<file path="src/rtl/uart_rx_fifo.sv">
module uart_rx_fifo #(
  parameter int DEPTH = 16,
  parameter int TW    = 10
) (
  input  logic                         clk,
  input  logic                         rst_n,
  input  logic                         push_i,
  input  logic [7:0]                   push_data_i,
  input  logic                         push_perr_i,
  input  logic                         push_ferr_i,
  input  logic                         push_brk_i,
  input  logic                         pop_i,
  input  logic                         fcr_wr_i,
  input  logic [7:0]                   fcr_data_i,
  input  logic                         lsr_rd_i,
  input  logic                         tick16_i,
  input  logic [3:0]                   char_bits_i,
  output logic [7:0]                   head_data_o,
  output logic [$clog2(DEPTH+1)-1:0]   level_o,
  output logic                         fifo_en_o,
  output logic [7:0]                   lsr_o,
  output logic                         lsi_o,
  output logic                         trig_o,
  output logic                         timeout_o
);
  localparam int AW = $clog2(DEPTH);
  localparam int CW = $clog2(DEPTH+1);

  logic [10:0]   mem [DEPTH];
  logic [AW-1:0] rd_ptr, wr_ptr;
  logic [CW-1:0] count, err_cnt, tlev;
  logic [1:0]    tsel;
  logic          en, oe, pe, fe, bi;
  logic [TW-1:0] idle;

  wire           clr      = fcr_wr_i && (fcr_data_i[1] || (fcr_data_i[0] != en));
  wire [CW-1:0]  cap      = en ? CW'(DEPTH) : CW'(1);
  wire           has      = (count != '0);
  wire           do_push  = push_i && !clr && (count < cap);
  wire           drop     = push_i && !clr && (count >= cap);
  wire           do_pop   = pop_i && has && !clr;
  wire [10:0]    head     = mem[rd_ptr];
  wire           push_err = push_perr_i | push_ferr_i | push_brk_i;
  wire           pop_err  = |head[10:8];
  wire [TW-1:0]  tlim     = TW'({char_bits_i, 6'd0});

  logic unused_fcr;
  assign unused_fcr = ^fcr_data_i[5:2];

  always_comb begin
    case (tsel)
      2'b00:   tlev = CW'(1);
      2'b01:   tlev = CW'(DEPTH/4);
      2'b10:   tlev = CW'(DEPTH/2);
      default: tlev = CW'(DEPTH-2);
    endcase
  end

  function automatic logic [AW-1:0] nxt(input logic [AW-1:0] p);
    return (p == AW'(DEPTH-1)) ? '0 : p + AW'(1);
  endfunction

  always_ff @(posedge clk) begin
    if (do_push) mem[wr_ptr] <= {push_brk_i, push_ferr_i, push_perr_i, push_data_i};
  end

  always_ff @(posedge clk or negedge rst_n) begin
    if (!rst_n) begin
      rd_ptr  <= '0;
      wr_ptr  <= '0;
      count   <= '0;
      err_cnt <= '0;
      en      <= 1'b0;
      tsel    <= 2'b00;
      idle    <= '0;
    end else begin
      if (fcr_wr_i) begin
        en   <= fcr_data_i[0];
        tsel <= fcr_data_i[7:6];
      end
      if (clr) begin
        rd_ptr  <= '0;
        wr_ptr  <= '0;
        count   <= '0;
        err_cnt <= '0;
      end else begin
        if (do_push) wr_ptr <= nxt(wr_ptr);
        if (do_pop)  rd_ptr <= nxt(rd_ptr);
        count   <= count + CW'(do_push) - CW'(do_pop);
        err_cnt <= err_cnt + CW'(do_push && push_err) - CW'(do_pop && pop_err);
      end
      if (clr || do_push || do_pop || !has) idle <= '0;
      else if (tick16_i && idle != '1)       idle <= idle + TW'(1);
    end
  end

  always_ff @(posedge clk or negedge rst_n) begin
    if (!rst_n) begin
      oe <= 1'b0; pe <= 1'b0; fe <= 1'b0; bi <= 1'b0;
    end else begin
      oe <= drop                     | (oe & ~lsr_rd_i);
      pe <= (do_push & push_perr_i)  | (pe & ~lsr_rd_i);
      fe <= (do_push & push_ferr_i)  | (fe & ~lsr_rd_i);
      bi <= (do_push & push_brk_i)   | (bi & ~lsr_rd_i);
    end
  end

  assign head_data_o = has ? head[7:0] : 8'h00;
  assign level_o     = count;
  assign fifo_en_o   = en;
  assign lsr_o       = {err_cnt != '0, 2'b00, bi, fe, pe, oe, has};
  assign lsi_o       = oe | pe | fe | bi;
  assign trig_o      = en ? (count >= tlev) : has;
  assign timeout_o   = en && has && (idle >= tlim);
endmodule

</file>
<file path="config.mk">
export PLATFORM = sky130hd
export DESIGN_NAME = uart_rx_fifo
export DESIGN_NICKNAME = d
export VERILOG_FILES = /design/src/rtl/uart_rx_fifo.sv
export SDC_FILE = /design/constraint.sdc
export NUM_CORES = 1
export LEC_CHECK = 0
export ABC_AREA = 1
export BUFFER_PORTS_ARGS = -buffer_cell sky130_fd_sc_hd__buf_2
export CORE_MARGIN = 5
export CORE_UTILIZATION = 35
export CTS_BUF_LIST = sky130_fd_sc_hd__clkbuf_16
export CTS_CLUSTER_DIAMETER = 150
export DETAILED_ROUTE_END_ITERATION = 10
export PLACE_DENSITY_LB_ADDON = 0.3
export SYNTH_ARGS = -nofsm -noshare
export SYNTH_HDL_FRONTEND = slang
export SYNTH_SLANG_ARGS = --single-unit
</file>
<file path="constraint.sdc">
create_clock -name clk -period 2.7 [get_ports clk]
set_input_delay 0.405 -clock clk [delete_from_list [all_inputs] [get_ports clk]]
set_output_delay 0.405 -clock clk [all_outputs]
set_load 0.05 [all_outputs]
</file>
Yosys cells after proc, flatten, opt, wreduce, memory -nomap -nowiden
Memory sizes are Yosys's and may differ from the RTL's.
Index checks and enable logic that the tools add are counted.
{"block": "totals", "ff_bits": 35, "latchBits": 0, "mem_bits_rw": 176, "mem_bits_ro": 0, "output_inout_bits": 25, "memories": 1, "word_cells": 86}
{"block": "op_classes", "mux": 16, "shifts": 0, "eq_ne": 6, "div": 0, "n_bitwise": 17, "reduce_logical": 24, "mul": 0, "add_sub_neg": 7, "magnitude_cmp": 4}
{"memory": "mem", "depth": 16, "word_bits": 11, "read_ports": 1, "rd_ports_with_merged_regs": 0, "wr": 1, "line_no": "29", "text": "logic [10:0] mem [DEPTH];"}
{"cell": "2-to-1 mux 4 bit", "n": 6}
{"cell": "2-to-1 mux 10 bit", "n": 2}
{"cell": "2-to-1 mux 5 bit", "n": 3}
{"cell": "case mux 4 bit (3 select lines)", "n": 1}
{"cell": "logical AND 1 bit", "n": 11}
{"cell": "adder 10 x 1 -> 10 bit (second input constant)", "n": 1}
{"cell": "adder 5 x 1 -> 5 bit", "n": 2}
{"cell": "greater-or-equal comparator 10 bit", "n": 1}
{"cell": "greater-or-equal comparator 5 bit", "n": 2}
{"cell": "inequality test 10 bit (second input constant)", "n": 1}
{"cell": "nonzero test 5 bit", "n": 2}
{"cell": "subtractor 5 x 1 -> 5 bit", "n": 2}
{"cell": "OR 1 bit", "n": 9}
{"cell": "adder 4 x 1 -> 4 bit (second input constant)", "n": 2}
{"cell": "equality test 4 bit (second input constant)", "n": 2}
{"cell": "2-to-1 mux 8 bit", "n": 1}
{"cell": "AND 1 bit", "n": 7}
{"cell": "nonzero test 2 bit", "n": 3}
{"cell": "less-than comparator 5 bit", "n": 1}
{"cell": "logical OR 1 bit", "n": 4}
{"cell": "2-to-1 mux 1 bit", "n": 3}
{"cell": "OR reduction 3 bit", "n": 1}
{"cell": "equality test 2 x 1 -> 1 bit (second input constant)", "n": 1}
{"cell": "equality test 2 bit (second input constant)", "n": 1}
{"cell": "4 further kinds", "n": 5}

Longest topological paths before layout
Gate-level depths: netlist of the first run.
{"block": "logic_depth", "word_depth": 10, "ltp_mapped": 22, "depth_no_buf": 21}

Worst setup path before layout of the first run
Ideal clock, no wire load.
{"block": "synth_path", "path_kind": "register to register", "start": "register en, in the netlist fifo_en_o", "end": "register err_cnt[4]", "path_slack_ns": -0.509, "arrival_ns": 3.123, "t_required_ns": 2.614, "path_stages_with_launch": 20, "path_cell_list": "dfrtp_1 > inv_2 > ha_1 > a21oi_1 > nand2_1 > nor2_2 > inv_1 > nor2_4 > buf_6 > o31ai_1 > ha_1 > inv_1 > ha_1 > inv_1 > fa_1 > inv_1 > a21oi_1 > nor2_1 > nor3_1 > nor3_1"}
{"block": "synth_between", "elab_chain_cells": 10, "word_cells_on_any_way": 14, "classes_between": "add/sub (2); order compare (1); eq/ne (1); mux (2); reduce/logical (8)"}
{"item": "start, declared", "line_no": "33", "text": "logic en, oe, pe, fe, bi;"}
{"item": "start signal, assigned", "line_no": "78", "text": "en <= fcr_data_i[0];"}
{"item": "branches (longest 9 deep; another with less-than comparator 5 bit)"}
{"item": "2-to-1 mux 5 bit *", "line_no": "81", "text": "if (clr) begin"}
{"item": "end signal, assigned", "line_no": "90", "text": "err_cnt <= err_cnt + CW'(do_push && push_err) - CW'(do_pop && pop_err);"}
{"item": "end, declared", "line_no": "31", "text": "logic [CW-1:0] count, err_cnt, tlev;"}
Mark *: on every way between the ends.
A chain may end at the register's enable or synchronous reset.

Worst setup path after layout of the first run
Same ends and word-level chain as after synthesis.

==> flow_metrics.py, run 1 <==
metrics = {
    "routing": {
        "top_layer": "met4",
        "ant_nets": 0,
        "dr_total_vias": 6416,
        "first_iter_violations": 385,
        "wl_met2_um": 10130,
        "route.met3.wl_um": 941,
        "dr.pass1.iters": 4,
        "drc": 0,
        "wl_um": 21510,
        "vias_per_cell": 4.704,
        "met1Wirelength_um": 9984,
        "wire_per_inst_um": 15.77,
    },
    "power_and_ir_drop": {
        "sw_frac_of_total": 0.3769,
        "ir_drop_mv": 0.7548,
        "power_frac_clock": 0.260,
        "p_switching_mw": 4.189,
        "p_int_mw": 6.926,
        "power_frac_seq": 0.350,
        "p_leak_nw": 4.580,
        "p_total_mw": 11.12,
        "p_per_area_nw_per_um2": 975.7,
        "power_frac_comb": 0.389,
    },
    "sta": {
        "min_period_over_period": 0.9929,
        "setup_ws_ns": 0.01913,
        "hold_viol": 0,
        "setup_viol_count_final": 0,
        "period_minus_slack_ns": 2.681,
        "rsz0062_at_grt": "true",
        "max_freq_mhz": 373.0,
        "final-max-slew-violation-count": 0,
        "max-slew-margin-rel": 0.4235,
        "worst_pin_slew_ns": 0.8647,
        "clock_skew_ns": 0.01049,
    },
    "global_routing": {
        "grt_pass1_wl_um": 34250,
        "overflow": 0,
        "grt_max_degree": 65,
        "grt_pass1_vias": 6473,
        "grt_usage": 0.1390,
        "antenna_found_initial": 0,
    },
    "worst_setup_path": {
        "critical-path-slowest-cell": "dfrtp_2",
        "critPathMostFrequentCell": "inv_1",
        "r2r-start": "fifo_en_o$_DFFE_PN0P_",
        "critical_path_peak_fanout": 4,
        "r2r_slack_ns": 0.02,
        "reg2reg_depth": 18,
        "arrival_ns": 3.05,
        "crit_chain": "inv_4 -> ha_4 -> a21oi_2 -> nand2_1 -> nor2_4 -> inv_2 -> nor2_4 -> o31ai_2 -> ha_1 -> inv_1 -> ha_2 -> inv_1 -> fa_2 -> inv_1 -> a21oi_1 -> nor2_1 -> o21a_1 -> nor3_1",
        "cp-start-kind": "flip-flop",
        "endpoint_kind": "flip-flop",
        "timing.rr.end": "err_cnt[4]$_DFF_PN0_",
        "path_class": "reg2reg",
        "cpPeakStageDelay_ns": 0.43,
        "worst_ep_required_time_ns": 3.07,
    },
    "finish": {
        "synthToLayoutAreaGrowth_pct": 18.17,
        "finalNetCount": 1070,
        "final_area_um2": 11390,
        "drive_gt1_frac": 0.1926,
        "n_fill_cell": 2575,
        "insertedDiodeCount": 0,
    },
    "floorplan": {
        "row_count": 60,
        "dieHeight_um": 176.0,
        "ios": 55,
        "initial_utilization": 0.3567,
        "fp.coreArea_um2": 27030,
        "die_area_um2": 30960,
        "dieWidth_um": 176.0,
    },
    "synth": {
        "yosysWarnings": 0,
        "yosys.area.top_type": "edfxtp_1",
        "avgSynthCellArea_um2": 10.50,
        "synth.area.top_cells": "edfxtp_1 55%, nand2_1 9.7%, dfrtp_1 9.1%",
        "yosys.area.top_type_share": 0.5482,
        "ys_ff_latch": 211,
        "synthFlopType": "edfxtp_1",
        "synthDistinctLibCells": 44,
        "async_reset_ff_frac": 0.1659,
        "seq_area_frac_synth": 0.6391,
        "synth-edff-count": 176,
        "synth_cells": 918,
        "syn_area_um2": 9640,
    },
    "cts": {
        "clk_latency_ns": 0.50,
        "clk_pin_slew_ns": 0.06,
        "htree_levels": 1,
        "cts_hold_buf": 0,
        "clockBufferDepth": 3,
        "cts_made_buffers": 22,
        "clkSinkCount": 211,
        "root_buffer": "clkbuf_16",
        "cts_tree": "yes",
    },
    "placed_design": {
        "place_hpwl_um": 13930,
        "pre_cts_slack_ns": -0.07978,
        "place.gp.congestion": 0.8182,
        "placed_cell_area_um2": 10480,
        "buffer_ports.inserted": 48,
    },
    "status": {
        "outcome": "complete, no violations",
    },
    "hold_path": {
        "hold_path.class": "in2async",
    },
    "job": {
        "cap_violations": 0,
    },
}
-- critical path: cells and delay by family (launching register included) --
| family | cells | cell delay, ns |
|---|---|---|
| compound gates | 4 | 0.38 |
| fa+ha+maj | 4 | 0.95 |
| buf+inv | 5 | 0.28 |
| flops | 1 | 0.43 |
| simple gates | 5 | 0.49 |
-- power by group through the flow --
stage	clock [mW]	sequential (mW)	combinational (mW)
3_5_place_dp	0	3.97	3.94
4_1_cts	2.97	3.89	4.22
5_1_grt	3.09	3.92	4.81
6_report	2.89	3.90	4.33
2_1_floorplan	0	4.05	2.85
3_3_place_gp	0	3.96	3.91
-- flip-flops by register name (all words and copies together) (netlist names) --
register,flops
level_o,5
err_cnt,5
rd_ptr,4
wr_ptr,4
oe,1
mem,176
tsel,2
fifo_en_o,1
pe,1
bi,1
idle,10
fe,1
-- synth_stat cells, drive strengths merged (2+ instances only) --
library cell  instances
ha                   31
nor2                139
nand2               257
edfxtp              176
nand4                 3
clkbuf                6
o21ai                58
a21oi                27
buf                  29
o21bai                2
nor3                  5
inv                  78
fa                    2
nand3                50
nand3b                2
dfrtp                35
xor2                  6
xnor2                 2
-- area by class of cell --
cell class | instances | area, um^2 | share of cell area
Inverter | 80 | 334.1 | 0.02932
Clock buffer | 23 | 575.6 | 0.05052
Clock inverter | 17 | 115.1 | 0.01010
Sequential cell | 211 | 6170 | 0.5416
Tap cell | 341 | 426.7 | 0.03745
Multi-Input combinational cell | 593 | 3025 | 0.2656
Timing Repair Buffer | 99 | 745.7 | 0.06546
-- stage by stage --
step,instances,hold WS (ns),util,setup TNS [ns]
2_1_floorplan,919,0.1094,-,-0.2995
3_3_place_gp,1321,0.5447,0.3879,-0.01203
3_5_place_dp,1321,0.5413,0.3879,-0.1015
4_1_cts,1364,0.03484,0.4176,0
5_1_grt,1364,0.07643,0.4215,-0.3928
6_report,1364,0.01416,0.4215,0
-- worst max-delay path by stage --
stage               cells after the start             startpoint  slack, ns              endpoint
CTS                                     9  rd_ptr[1]$_DFFE_PN0P_      0.002        head_data_o[6]
floorplan                              19  fifo_en_o$_DFFE_PN0P_      -0.20  err_cnt[4]$_DFF_PN0_
global route                           19  rd_ptr[0]$_DFFE_PN0P_      -0.15  err_cnt[4]$_DFF_PN0_
global placement                       21   level_o[2]$_DFF_PN0_      -0.01  err_cnt[4]$_DFF_PN0_
finish                                 18  fifo_en_o$_DFFE_PN0P_       0.02  err_cnt[4]$_DFF_PN0_
detailed placement                     19  rd_ptr[0]$_DFFE_PN0P_      -0.08  err_cnt[4]$_DFF_PN0_
-- cells by family after synthesis --
| logic type | count (synthesis) | share of synthesized area |
|---|---|---|
| fa+ha+maj | 33 | 0.04439 |
| other cells | 1 | 0.0003890 |
| compound gates | 93 | 0.05321 |
| simple gates | 457 | 0.1965 |
| flops | 211 | 0.6391 |
| buf+inv | 115 | 0.05918 |
| xor+xnor | 8 | 0.007268 |
-- layer usage --
metal	global-route usage	vias up
met1	0.1897	3019
met3	0.02270	32
met5	0	-
li1	-	3216
met2	0.2338	149
met4	0.03379	0
-- cells in the final DEF, fill, tap and decap left out, types with 3 or more instances in the layout --
master / Yosys / routed
buf_6: 6 / 8
nand4_1: 3 / 3
xor2_1: 6 / 6
ha_1: 31 / 28
a21oi_2: 5 / 12
nand2_4: 4 / 4
buf_4: 9 / 47
dfrtp_1: 35 / 28
a21oi_1: 21 / 13
nand2_2: 5 / 11
edfxtp_1: 176 / 176
buf_16: 0 / 3
o21ai_1: 4 / 7
o21ai_0: 54 / 51
nor2_1: 134 / 131
nor3_1: 5 / 5
nand3_2: 1 / 5
nand2_1: 248 / 242
inv_2: 5 / 6
clkbuf_16: 0 / 23
dfrtp_2: 0 / 7
buf_2: 12 / 40
inv_6: 0 / 3
nor2_2: 3 / 5
clkinv_2: 0 / 5
nand3_1: 48 / 44
inv_1: 72 / 73
clkinv_1: 1 / 5
-- repair_timing --
item,CTS,global route
resized for setup,20,33
gates cloned,1,0
hold endpoints to repair,0,0
pin swaps,3,6
buffers inserted,2,0
endpoints found under the setup margin,10,11
No activity file was read; power rests on OpenSTA's default activity.
==> inputs of run 2 (changes only) <==
--- a/config.mk
+++ b/config.mk
@@ -12,6 +12,7 @@
 export CTS_BUF_LIST = sky130_fd_sc_hd__clkbuf_16
 export CTS_CLUSTER_DIAMETER = 150
 export DETAILED_ROUTE_END_ITERATION = 10
+export GPL_TIMING_DRIVEN = 0
 export PLACE_DENSITY_LB_ADDON = 0.3
 export SYNTH_ARGS = -nofsm -noshare
 export SYNTH_HDL_FRONTEND = slang
==> flow_metrics.py, run 2 (synthesized netlist as in run 1, its figures left out) <==
metrics = {
    "finish": {
        "insertedDiodeCount": 0,
        "drive_gt1_frac": 0.2394,
        "final_area_um2": 11650,
        "final_common_cell": "nand2_1",
        "largest_reg_flops": 176,
        "finalNetCount": 1086,
        "n_fill_cell": 2544,
        "layout_common_cells": "236 x nand2_1, 176 x edfxtp_1, 111 x nor2_1",
        "synthToLayoutAreaGrowth_pct": 20.87,
        "reg_top3": "mem x176, idle x10",
        "largest-register": "mem",
        "seq_area_um2": 6167,
        "multiInputGateArea_um2": 3148,
    },
    "cts": {
        "htree_levels": 1,
        "cts_tree": "yes",
        "clockBufferDepth": 3,
        "clk_latency_ns": 0.52,
        "root_buffer": "clkbuf_16",
        "clk_pin_slew_ns": 0.07,
        "clkSinkCount": 211,
        "cts_made_buffers": 23,
        "cts_hold_buf": 0,
    },
    "job": {
        "cap_violations": 0,
    },
    "global_routing": {
        "grt_use_met3": 0.02698,
        "met2_usage": 0.2352,
        "grt_pass1_vias": 6332,
        "overflow": 0,
        "grt_max_degree": 36,
        "grt_pass1_wl_um": 36290,
        "top_usage_layer": "met2",
        "grt_usage": 0.1498,
        "met1_usage": 0.2221,
        "antenna_found_initial": 0,
    },
    "worst_setup_path": {
        "cp_num_buf_inv": 5,
        "cpPeakStageDelay_ns": 0.45,
        "crit_chain": "buf_2 -> nor2_2 -> nand3_1 -> nand2_1 -> inv_1 -> nand2_1 -> nor2_2 -> ha_1 -> inv_2 -> ha_4 -> inv_2 -> fa_2 -> inv_2 -> a21oi_2 -> nor2_2 -> o21a_1 -> nor3_1",
        "arrival_ns": 3.21,
        "critical-path-slowest-cell": "nor2_2",
        "critical_path_peak_fanout": 10,
        "endpoint_kind": "flip-flop",
        "reg2reg_depth": 17,
        "timing.rr.end": "err_cnt[4]$_DFF_PN0_",
        "path_class": "reg2reg",
        "r2r_slack_ns": -0.13,
        "r2r-start": "rd_ptr[2]$_DFFE_PN0P_",
        "cp_top_family": "simple AND/OR/NAND/NOR gates",
        "cp-start-kind": "flip-flop",
        "worst_ep_required_time_ns": 3.08,
    },
    "placed_design": {
        "buffer_ports.inserted": 48,
        "pre_cts_slack_ns": -0.4010,
        "place_hpwl_um": 15150,
        "place.gp.congestion": 0.8088,
        "placed_cell_area_um2": 10350,
    },
    "status": {
        "violations": "hold timing, setup timing",
        "outcome": "finished, violations left",
    },
    "floorplan": {
        "initial_utilization": 0.3567,
        "fp.coreArea_um2": 27030,
        "ios": 55,
        "dieWidth_um": 176.0,
        "die_area_um2": 30960,
        "dieHeight_um": 176.0,
        "row_count": 60,
    },
    "sta": {
        "setup_ws_ns": -0.1291,
        "period_minus_slack_ns": 2.829,
        "setup_tns_ns": -0.6458,
        "hold_viol": 1,
        "hold_ws_ns": -0.0004823,
        "max_freq_mhz": 353.5,
        "setup_viol_count_final": 11,
        "rsz0062_at_grt": "true",
        "worst_pin_slew_ns": 0.8472,
        "max-slew-margin-rel": 0.4352,
        "clock_skew_ns": 0.01928,
        "min_period_over_period": 1.048,
        "final-max-slew-violation-count": 0,
    },
    "routing": {
        "first_iter_violations": 463,
        "vias_per_cell": 4.763,
        "wire_per_inst_um": 16.92,
        "wl_um": 23360,
        "dr.pass1.iters": 5,
        "drc": 0,
        "dr_total_vias": 6578,
        "ant_nets": 0,
    },
    "power_and_ir_drop": {
        "p_total_mw": 11.83,
        "ir_drop_mv": 0.8162,
        "p_per_area_nw_per_um2": 1015,
        "p_leak_nw": 4.648,
    },
    "hold_path": {
        "hold_path.class": "in2async",
    },
}
## run 2: area by class of cell
type,instances,share of cell area
repair buffers,79,0.04972
flip-flops and latches,211,0.5293
plain buffers,35,0.02620
clock inverters,19,0.01020
clock buffers,23,0.04939
well taps,341,0.03662
multi-input cells,593,0.2702
inverters,80,0.02845
## run 2: layer usage
layer | routed length [um] | share of wire | up-vias
li1 | - | - | 3253
met1 | 11320 | 0.48 | 3125
met2 | 10500 | 0.45 | 170
met3 | 1223 | 0.052 | 30
met4 | 315 | 0.013 | 0
met5 | 0 | 0 | -
## run 2: metrics by stage
| stage | util | hold WS [ns] | cells |
|---|---|---|---|
| 2_1_floorplan | - | 0.1094 | 919 |
| 3_3_place_gp | 0.3830 | 0.5513 | 1308 |
| 5_1_grt | 0.4312 | 0.05708 | 1381 |
| 6_report | 0.4312 | -0.0004823 | 1381 |
| 3_5_place_dp | 0.3830 | 0.5556 | 1308 |
| 4_1_cts | 0.4218 | 0.02606 | 1371 |
## run 2: where the power goes
group / switching (mW) / internal (mW) / total (mW)
logic: 3.13 / 1.89 / 5.02
registers: 0.141 / 3.75 / 3.89
clock network: 1.26 / 1.65 / 2.91
## run 2: worst max-delay path by stage
stage / start / end / slack [ns] / cells after the start
global route: fifo_en_o$_DFFE_PN0P_ / err_cnt[4]$_DFF_PN0_ / -0.31 / 19
detailed placement: rd_ptr[1]$_DFFE_PN0P_ / err_cnt[4]$_DFF_PN0_ / -0.40 / 18
finish: rd_ptr[2]$_DFFE_PN0P_ / err_cnt[4]$_DFF_PN0_ / -0.13 / 17
CTS: rd_ptr[0]$_DFFE_PN0P_ / err_cnt[4]$_DFF_PN0_ / -0.19 / 22
global placement: rd_ptr[1]$_DFFE_PN0P_ / err_cnt[4]$_DFF_PN0_ / -0.38 / 18
floorplan: fifo_en_o$_DFFE_PN0P_ / err_cnt[4]$_DFF_PN0_ / -0.20 / 19
## run 2: timing repair
action,CTS,global route
setup endpoints to repair,123,123
gates cloned,2,0
endpoints found under the hold margin,0,0
buffers inserted,19,11
pin swaps,17,39
gates resized for setup,60,58
==> inputs of run 3 (changes only) <==
--- a/config.mk
+++ b/config.mk
@@ -8,7 +8,7 @@
 export ABC_AREA = 1
 export BUFFER_PORTS_ARGS = -buffer_cell sky130_fd_sc_hd__buf_2
 export CORE_MARGIN = 5
-export CORE_UTILIZATION = 35
+export CORE_UTILIZATION = 48
 export CTS_BUF_LIST = sky130_fd_sc_hd__clkbuf_16
 export CTS_CLUSTER_DIAMETER = 150
 export DETAILED_ROUTE_END_ITERATION = 10
==> flow_metrics.py, run 3 (synthesized netlist as in run 1, its figures left out) <==
metrics = {
    "status": {
        "outcome": "finished, violations left",
        "violations": "hold timing, setup timing",
    },
    "floorplan": {
        "ios": 55,
        "row_count": 51,
        "dieHeight_um": 151.7,
        "dieWidth_um": 151.7,
        "die_area_um2": 23020,
        "fp.coreArea_um2": 19590,
        "initial_utilization": 0.4921,
    },
    "worst_setup_path": {
        "critical-path-slowest-cell": "dfrtp_2",
        "worst_ep_required_time_ns": 3.08,
        "r2r-start": "fifo_en_o$_DFFE_PN0P_",
        "r2r_slack_ns": -0.16,
        "reg2reg_depth": 18,
        "cpPeakStageDelay_ns": 0.42,
        "arrival_ns": 3.25,
        "path_class": "reg2reg",
        "timing.rr.end": "err_cnt[2]$_DFF_PN0_",
        "startpoint": "fifo_en_o$_DFFE_PN0P_",
        "critical_path_peak_fanout": 4,
        "cp-start-kind": "flip-flop",
        "endpoint_kind": "flip-flop",
        "crit_chain": "inv_4 -> ha_4 -> a21oi_4 -> nand2_2 -> nor2_4 -> inv_2 -> nor2_4 -> buf_6 -> o31ai_4 -> ha_1 -> inv_1 -> ha_2 -> inv_2 -> fa_2 -> buf_4 -> buf_4 -> xor2_1 -> nor2_1",
    },
    "global_routing": {
        "antenna_found_initial": 0,
        "overflow": 0,
        "grt_pass1_wl_um": 33900,
        "grt_usage": 0.1915,
        "grt_max_degree": 36,
        "grt_pass1_vias": 6418,
    },
    "sta": {
        "max_freq_mhz": 349.4,
        "setup_viol_count_final": 7,
        "final-max-slew-violation-count": 0,
        "period_minus_slack_ns": 2.862,
        "clock_skew_ns": 0.01745,
        "hold_viol": 7,
        "worst_pin_slew_ns": 1.054,
        "setup_ws_ns": -0.1622,
        "min_period_over_period": 1.060,
        "hold_ws_ns": -0.008096,
        "max-slew-margin-rel": 0.2949,
        "rsz0062_at_grt": "true",
    },
    "finish": {
        "final_area_um2": 11670,
        "largest_reg_flops": 176,
        "final_common_cell": "nand2_1",
        "multiInputGateArea_um2": 3192,
        "finalNonFillerCells": 1310,
        "layout_common_cells": "231 x nand2_1, 176 x edfxtp_1, 113 x nor2_1",
        "synthToLayoutAreaGrowth_pct": 21.08,
        "insertedDiodeCount": 0,
        "drive_gt1_frac": 0.2459,
        "largest-register": "mem",
        "reg_top3": "mem x176, idle x10",
        "finalNetCount": 1091,
        "n_fill_cell": 1588,
        "seq_area_um2": 6167,
    },
    "job": {
        "cap_violations": 0,
    },
    "placed_design": {
        "place_inst": 1232,
        "place_hpwl_um": 14030,
        "place.gp.congestion": 0.8675,
        "buffer_ports.inserted": 48,
        "placed_cell_area_um2": 10250,
        "pre_cts_slack_ns": -0.3827,
    },
    "cts": {
        "cts_hold_buf": 0,
        "clockBufferDepth": 3,
        "cts_made_buffers": 23,
        "clk_latency_ns": 0.51,
        "htree_levels": 1,
        "cts_tree": "yes",
        "clkSinkCount": 211,
        "clk_pin_slew_ns": 0.06,
        "root_buffer": "clkbuf_16",
    },
    "hold_path": {
        "hold_path.class": "in2async",
    },
    "routing": {
        "dr.pass1.iters": 5,
        "wl_um": 22300,
        "vias_per_cell": 5.134,
        "wire_per_inst_um": 17.03,
        "ant_nets": 0,
        "dr_total_vias": 6725,
        "drc": 0,
        "first_iter_violations": 558,
    },
    "power_and_ir_drop": {
        "p_per_area_nw_per_um2": 1032,
        "ir_drop_mv": 0.9539,
        "p_total_mw": 12.04,
        "p_leak_nw": 4.714,
    },
}
-- run 3: cell types whose count changed in the layout (fill, tap and decap cells not counted), sizes merged --
cell	previous run	this run
buf	105	114
bufinv	2	4
clkbuf	32	28
clkinv	14	12
clkinvlp	2	1
inv	81	82
-- run 3: final cells by class --
type                       count  area share
buffer                        35     0.02540
clock buffer                  23     0.04931
clock inverter                19     0.01533
inverter                      80     0.02862
multi-input combinational    593      0.2734
sequential                   211      0.5284
tap                          265     0.02841
timing repair buffer          84     0.05113
-- run 3: timing repair --
action | in CTS | in global routing
gates cloned | 0 | 1
setup buffers | 20 | 15
pin swaps | 12 | 39
setup endpoints to repair | 134 | 100
gates resized for setup | 50 | 76
-- run 3: metrics by stage --
step	utilization	setup TNS [ns]
global placement	0.5235	-4.272
global route	0.5958	-1.727
finish	0.5958	-0.5074
CTS	0.5767	-0.1724
detailed placement	0.5235	-9.565
floorplan	-	-0.2995
-- run 3: how the worst max path moves through the flow --
| stage | to | slack (ns) |
|---|---|---|
| CTS | err_cnt[4]$_DFF_PN0_ | -0.11 |
| finish | err_cnt[2]$_DFF_PN0_ | -0.16 |
| detailed placement | err_cnt[4]$_DFF_PN0_ | -0.38 |
| global route | err_cnt[4]$_DFF_PN0_ | -0.33 |
| floorplan | err_cnt[4]$_DFF_PN0_ | -0.20 |
| global placement | err_cnt[4]$_DFF_PN0_ | -0.35 |
-- run 3: metal layers --
layer  track usage  vias to the layer above  share of wire  wire length (um)
met4       0.05840                        0          0.022               497
met5             0                        -              0                 0
met1        0.2586                     3201           0.43              9589
li1              -                     3256              -                 -
met2        0.3198                      227           0.48             10750
met3       0.03242                       41          0.066              1470
-- run 3: report_power, final --
part           internal [mW]  switching [mW]
Clock                   1.85            1.27
Sequential              3.75           0.127
Combinational           1.89            3.15
Total                   7.49            4.55
-- run 3: critical path: cells and delay by family (launching register included) --
kind | cells | cell delay, ns
AO/OA/AOI/OAI | 2 | 0.21
XOR/XNOR | 1 | 0.14
adder cells (fa/ha/maj) | 4 | 1.02
buffers and inverters | 7 | 0.60
flip-flops | 1 | 0.42
AND/OR/NAND/NOR | 4 | 0.35
